<file path="src/rtl/flash_toggle_poller.sv">
`timescale 1ns/1ps
module flash_toggle_poller #(
  parameter int ADDR_W = 24,
  parameter int DATA_W = 8,
  parameter int CNT_W = 16,
  parameter int TOG_BIT = 6,
  parameter int LIM_BIT = 5,
  parameter logic [DATA_W-1:0] RESET_CMD = 8'hF0
) (
  input  logic              clk,
  input  logic              rst_n,
  input  logic              start,
  input  logic              abort,
  input  logic [ADDR_W-1:0] status_addr,
  input  logic [CNT_W-1:0]  max_polls,
  output logic              bus_req,
  output logic              bus_we,
  output logic [ADDR_W-1:0] bus_addr,
  output logic [DATA_W-1:0] bus_wdata,
  input  logic [DATA_W-1:0] bus_rdata,
  input  logic              bus_ack,
  output logic              done,
  output logic              fail
);

  typedef enum logic [2:0] {S_IDLE, S_RD1, S_RD2, S_CF1, S_CF2, S_RST} state_t;

  state_t            state;
  logic              first_tog;
  logic [CNT_W-1:0]  polls, max_q;
  logic [ADDR_W-1:0] addr_q;

  wire xfer    = bus_req & bus_ack & ~abort;
  wire toggled = bus_rdata[TOG_BIT] ^ first_tog;
  wire limit   = ({1'b0, polls} + 1'b1) >= {1'b0, max_q};

  assign bus_req   = (state != S_IDLE);
  assign bus_we    = (state == S_RST);
  assign bus_addr  = bus_we ? '0 : addr_q;
  assign bus_wdata = bus_we ? RESET_CMD : '0;

  always_ff @(posedge clk) begin
    if (!rst_n) begin
      state     <= S_IDLE;
      first_tog <= 1'b0;
      polls     <= '0;
      max_q     <= '0;
      addr_q    <= '0;
      done      <= 1'b0;
      fail      <= 1'b0;
    end else if (state == S_IDLE) begin
      if (start) begin
        state  <= S_RD1;
        done   <= 1'b0;
        fail   <= 1'b0;
        polls  <= '0;
        max_q  <= (max_polls == '0) ? CNT_W'(1) : max_polls;
        addr_q <= status_addr;
      end
    end else if (abort) begin
      state <= S_IDLE;
    end else if (xfer) begin
      case (state)
        S_RD1: begin first_tog <= bus_rdata[TOG_BIT]; state <= S_RD2; end
        S_CF1: begin first_tog <= bus_rdata[TOG_BIT]; state <= S_CF2; end
        S_RD2: begin
          if (!toggled) begin
            done <= 1'b1; fail <= 1'b0; state <= S_IDLE;
          end else if (bus_rdata[LIM_BIT]) begin
            state <= S_CF1;
          end else if (limit) begin
            state <= S_RST;
          end else begin
            polls <= polls + 1'b1;
            state <= S_RD1;
          end
        end
        S_CF2: begin
          if (!toggled) begin
            done <= 1'b1; fail <= 1'b0; state <= S_IDLE;
          end else begin
            state <= S_RST;
          end
        end
        S_RST: begin done <= 1'b1; fail <= 1'b1; state <= S_IDLE; end
        default: state <= S_IDLE;
      endcase
    end
  end

  a_r9_req_hold: assert property (@(posedge clk) disable iff (!rst_n)
    (bus_req && !bus_ack && !abort) |=>
      (bus_req && $stable(bus_addr) && $stable(bus_we) && $stable(bus_wdata)));

  a_r5_write_is_cmd: assert property (@(posedge clk) disable iff (!rst_n)
    (bus_req && bus_we) |-> (bus_wdata == RESET_CMD));

  a_r5_fail_after_write: assert property (@(posedge clk) disable iff (!rst_n)
    $rose(fail) |-> $past(bus_req && bus_we && bus_ack));

  a_r8_result_hold: assert property (@(posedge clk) disable iff (!rst_n)
    (done && !start) |=> (done && $stable(fail)));

  a_r8_start_clears: assert property (@(posedge clk) disable iff (!rst_n)
    (start && !bus_req) |=> (!done && !fail && bus_req));

  a_r7_abort_drop: assert property (@(posedge clk) disable iff (!rst_n)
    (abort && bus_req) |=> (!bus_req && !done));

  a_r2_done_idle: assert property (@(posedge clk) disable iff (!rst_n)
    $rose(done) |-> !bus_req);

  a_r5_fail_needs_done: assert property (@(posedge clk) disable iff (!rst_n)
    fail |-> done);

endmodule

</file>
<file path="config.mk">
export PLATFORM = sky130hd
export DESIGN_NAME = flash_toggle_poller
export DESIGN_NICKNAME = d
export VERILOG_FILES = /design/src/rtl/flash_toggle_poller.sv
export SDC_FILE = /design/constraint.sdc
export NUM_CORES = 1
export LEC_CHECK = 0
export CAP_MARGIN = 20
export CORE_ASPECT_RATIO = 1.4
export CORE_MARGIN = 4
export CORE_UTILIZATION = 55
export CTS_CLUSTER_DIAMETER = 150
export DETAILED_ROUTE_END_ITERATION = 7
export DONT_BUFFER_PORTS = 1
export PLACE_DENSITY = 0.7
export SKIP_CTS_REPAIR_TIMING = 1
export SLEW_MARGIN = 30
export SYNTH_ARGS = -nofsm -noshare
export SYNTH_HDL_FRONTEND = slang
export SYNTH_SLANG_ARGS = --single-unit
</file>
<file path="constraint.sdc">
create_clock -name clk -period 3.8 [get_ports clk]
set_clock_uncertainty 0.05 [all_clocks]
set_input_delay 0.57 -clock clk [delete_from_list [all_inputs] [get_ports clk]]
set_output_delay 0.57 -clock clk [all_outputs]
set_load 0.02 [all_outputs]
</file>
* Yosys cells after proc, flatten, opt, wreduce, memory -nomap -nowiden *
Index checks and enable logic that the tools add are counted.

operators by class
  add/subtract/negate cells = 2
  multiply operators = 0
  div/mod/pow operators = 0
  $lt $le $gt $ge = 1
  equality and inequality tests = 10
  shift operators = 0
  multiplexer cells = 31
  bitwise logic cells = 5
  reduce and logical (&&, ||, !) cells = 15

operator list
  operator               count
  $mux 16                9
  $mux 24                1
  $mux 3                 8
  $add 16x1->17 const B  1
  $ge 17x16->1           1
  $add 16x1->16 const B  1
  $logic_not 16->1       1
  $pmux 3 s4             1
  $mux 1                 9
  $reduce_bool 3->1      3
  $mux 8                 1
  $reduce_and 7->1       1
  $eq 3x2->1 const B     2
  $eq 3x3->1 const B     2
  $ne 2x1->1 const B     3
  $reduce_bool 2->1      3
  $reduce_and 5->1       1
  $pmux 1 s2             2
  $reduce_and 2->1       2
  $reduce_and 4->1       1
  $reduce_or 2->1        2
  $eq 3x1->1 const B     1
  $logic_not 3->1        1
  $ne 3x2->1 const B     1
  4 further kinds        6

storage, ports and cells
  bits in registers = 62
  bits in latches = 0
  memory bits (writable) = 0
  bits in read-only memories = 0
  bits of input ports = 53
  output and inout bits = 36
  word-level logic and storage cells = 71
  memories kept = 0

* Depth between registers and ports, before layout *
  word-level depth = 9
  mapped depth = 13
  depth with buffers taken out = 12

* Worst setup path before layout *
No wires, ideal clock.

  path kind = reg-to-reg
  start point = register polls[0]
  end point = register polls[11]
  library setup time = 0.114 ns
  arrival = 2.958 ns
  path slack = 0.678 ns
  stages on the path, launching flop included = 14
  buffers on the path = 1
  path through = dfxtp_1 > ha_1 > and3_1 > and3_1 > nand4_1 > xnor2_1 > ha_1 > and3_4 > a221oi_1 > o221a_2 > o211ai_4 > o211a_4 > buf_6 > a21o_1

on the way
  word-level cells in the longest chain between the ends = 8
  elaborated cells on any way between the ends = 12
  those cells by class = add/sub: 2; order compare: 1; eq/ne: 1; mux: 7; reduce/logical: 1

ends and longest elaborated chain
  item                                                                   line  text
  from (decl)                                                            30    logic [CNT_W-1:0] polls, max_q;
  from (signal assigned)                                                 74    polls <= polls + 1'b1;
  parallel branches: the longest is 8 deep, another holds $add 16x1->17  n/a

Parallel ways; which one is timed is not known. The select of a mux whose other input is x is not followed.
A chain may end at the register's enable or synchronous reset.

* Worst setup path after layout *
  start point = register polls[0]
  end point = register polls[0]

The elaborated chain is that of the path after synthesis.

==> results summary <==
The flow ran to the end, and the final reports show no timing, DRC or antenna violations. Measured against its own limit, the worst slew margin works out to 0.427. The remaining global-route overflow is 0.

The CTS root buffer is sky130_fd_sc_hd__clkbuf_8. The number of failing setup endpoints in the final timing report is 0. By count the netlist is led by 93 x sky130_fd_sc_hd__nand2_1, 62 x sky130_fd_sc_hd__dfxtp_1, 46 x sky130_fd_sc_hd__a21oi_1. The reg-to-reg setup timing slack is 0.31 ns.

In the routed layout, each cell is associated on average with a via count of between 5 and 6. The most used standard cell by instance count after synthesis is sky130_fd_sc_hd__nand2_1. The layout net count is between 400 and 500.

Synthesis instantiated 59 different standard cells from the library. The average routed wire per standard cell came out at between 15 and 20 µm. The class of the tightest hold or removal check is input pin to flop. The worst setup path is captured at a flop.

Across every metal layer, demand over resource in global routing totals 0.223. The async set-reset flop share out of synthesis came out at 0. The endpoint arrival time on the critical path is around 3.7 ns. The final antenna diode count is 0.

Summing all non-filler instances in the final layout gives an area of ~3600 µm². The vertical extent of the die came out at a little over 100 µm. For this run, the share of the core covered by cells in the final layout is 0.601. The synthesis-to-layout area growth is 3.94%.

Of all cell types, the one taking the most synthesized area is sky130_fd_sc_hd__dfxtp_1. The number of warnings reported in the yosys synthesis log is 0. Sorting the synthesized cells by area gives the leading types as sky130_fd_sc_hd__dfxtp_1 36%, sky130_fd_sc_hd__nand2_1 10%, sky130_fd_sc_hd__a21oi_1 6.6%. The fill cell instance count of the final layout came out at between 500 and 600. The number of I/O port buffers is 0. TritonCTS built the clock tree. The worst hold path terminates at state[1]. The core region is between 5000 and 6000 µm². The initial antenna violation count is 0. The hold path depth is 1.

The largest fanout of any net on the critical path is 16. The worst hold path begins at abort. The final weighted congestion in routability-driven placement is approximately 0.87. The maximum clock frequency is roughly 290 MHz.

After synthesis, the mean cell area works out to approximately 7.9 µm². The pin count of the biggest net entering global routing is 46. The top-level I/O count came out at 89. The die extent in x is 75.1 µm. The placed instance area is roughly 3400 µm². The number of clock sinks came out at just over 60. At the pin with the least slew margin, the transition time is 0.858 ns. In this run the critical register-to-register path is captured at polls[0].

Setup repair after global routing left no endpoint under its margin. The pre-antenna-repair detailed-routing pass consisted of 5 iterations. Clock-pin slew was measured on the worst setup and hold paths at 0.07 ns. The synthesized cell area is approximately 3500 µm². The longest clock path from root to sink contains 2 buffers. The synthesized design contains 62 register bits.

The total count of max-transition violations in the final report came out at 0. Clock tree synthesis inserted a total of 9 buffers. The required time at the endpoint of the critical path is 3.99 ns.

The worst setup path is launched from a flop. Of the post-synthesis cell area, the dominant cell type holds 0.358. Once detailed placement completed, the half-perimeter wirelength came to ~5.6 mm. Of the synthesized area, sequential elements account for 0.358. Summed over all failing endpoints, the final setup total negative slack is 0 ns. The starting utilization of the core area is 0.578. The share of cells above drive strength 1 came out at 0.0841. The length in cells of the worst reg-to-reg path came out at 12. The floorplan has 33 rows. The worst IR drop on VDD is a little under 0.0003 V.

The number of remaining DRC errors came out at 0. The most used flip-flop cell after synthesis is sky130_fd_sc_hd__dfxtp_1. For the finished layout, the period the worst path requires is between 3 and 4 ns. The overall power consumption came out at between 1 and 1.5 mW. The static leakage is around 1.5 nW. The number of violations of the max-capacitance limit is 0. The number of global-route vias before repair is 2,773.

The count of vias placed by the detailed router is ~2,900. The number of endpoints with negative hold slack in the final report came out at 0. Once detail routing completed, the nets flagged for antenna violations numbered 0. Counting flops with a built-in enable in the synthesized netlist gives 0. The number of instances in the synthesized netlist came out at about 440.

The type of the worst setup path is flop to flop. Clock latency on the worst-skew pair, taken at its later pin, is 0.35 ns. The first-iteration detailed-routing DRC count came out at about 120. The total detailed-routing wirelength came out at 7.87 mm.

In this run the number of H-tree levels came out at 3. Dividing the final minimum period by the clock period gives 0.917. In this run the critical register-to-register path is launched from polls[0].

The area enclosed by the die boundary came out at around 7600 µm². The first global-routing pass estimated 13.0 mm of wire. The power per standard cell area came out at just under 400 nW/µm².
## cell usage in the layout (no fill, tap or decap), drive strengths merged, types with 4 or more instances in the layout
master / n
and4: 6
buf: 5
and2: 25
o22a: 4
inv: 22
o31ai: 8
dfxtp: 62
o21ai: 8
xnor2: 11
a21oi: 46
a21o: 11
xor2: 4
nand2: 93
clkbuf: 12
and3: 8
nor3: 8
nand3: 18
ha: 17
nor2: 12
conb: 4
## state kept, by name (all words and copies together) (netlist names)
register	flops
done	1
first_tog	1
addr_q	24
state	3
fail	1
max_q	16
polls	16
## how the worst max path moves through the flow
stage                        start   endpoint  slack [ns]  cells past startpoint
final                     polls[0]   polls[0]        0.31                     12
after floorplan           polls[0]  polls[11]        0.68                     13
after detailed placement  polls[0]   polls[5]        0.33                     12
after global routing      polls[0]  polls[12]        0.12                     12
after global placement    polls[0]   polls[0]        0.41                     12
after CTS                 polls[0]   polls[5]        0.30                     12
## metal layers
layer | share of wire | GRT usage | wire (µm)
met3 | 0.063 | 0.0837 | 494
met2 | 0.49 | 0.356 | 3870
met1 | 0.43 | 0.275 | 3350
met5 | 0 | 0 | 0
met4 | 0.019 | 0.0712 | 153
## metrics by stage
step	instances	hold WS, ns	setup WS, ns
6_report	498	0.249	0.315
5_1_grt	498	0.224	0.123
4_1_cts	498	0.234	0.305
3_5_place_dp	482	0.392	0.333
3_3_place_gp	482	0.387	0.405
2_1_floorplan	439	0.382	0.678
## area by class of cell
type / count / area (µm²) / share of cell area
Inverter: 22 / 82.6 / 0.0229
Clock inverter: 4 / 22.5 / 0.00626
Timing Repair Buffer: 5 / 37.5 / 0.0104
Multi-Input combinational cell: 323 / 1980 / 0.551
Sequential cell: 62 / 1240 / 0.345
Tap cell: 70 / 87.6 / 0.0243
Clock buffer: 12 / 145 / 0.0403
## kinds of logic (layout without fill, tap and decap cells)
group	Yosys count	after routing	synth area share
muxes	3	3	0.00903
other	1	4	0.00108
xor gates and xnor gates	15	15	0.0379
buffers and inverters	54	43	0.0723
and+or+nand+nor	184	184	0.261
DFF	62	62	0.358
adders and majority gates	17	17	0.0614
AOI/OAI and AO/OA	100	100	0.199
## worst max-delay path: stages, from the launching register on
cell and delay [ns]:
sky130_fd_sc_hd__dfxtp_1 0.42, sky130_fd_sc_hd__ha_1 0.19, sky130_fd_sc_hd__and3_1 0.21, sky130_fd_sc_hd__and3_1 0.28
sky130_fd_sc_hd__nand4_1 0.21, sky130_fd_sc_hd__xnor2_1 0.24, sky130_fd_sc_hd__ha_1 0.29, sky130_fd_sc_hd__and3_4 0.18
sky130_fd_sc_hd__a221oi_1 0.30, sky130_fd_sc_hd__o221a_2 0.26, sky130_fd_sc_hd__o211ai_4 0.13, sky130_fd_sc_hd__o211a_4 0.34
sky130_fd_sc_hd__mux2_2 0.28
## where the power goes
group / leakage, nW / internal [mW] / switching (mW)
clock: 0.0861 / 0.251 / 0.255
combinational: 0.886 / 0.0640 / 0.121
sequential: 0.506 / 0.678 / 0.0139
total: 1.48 / 0.993 / 0.390
Power figures use the tool's default switching activity.
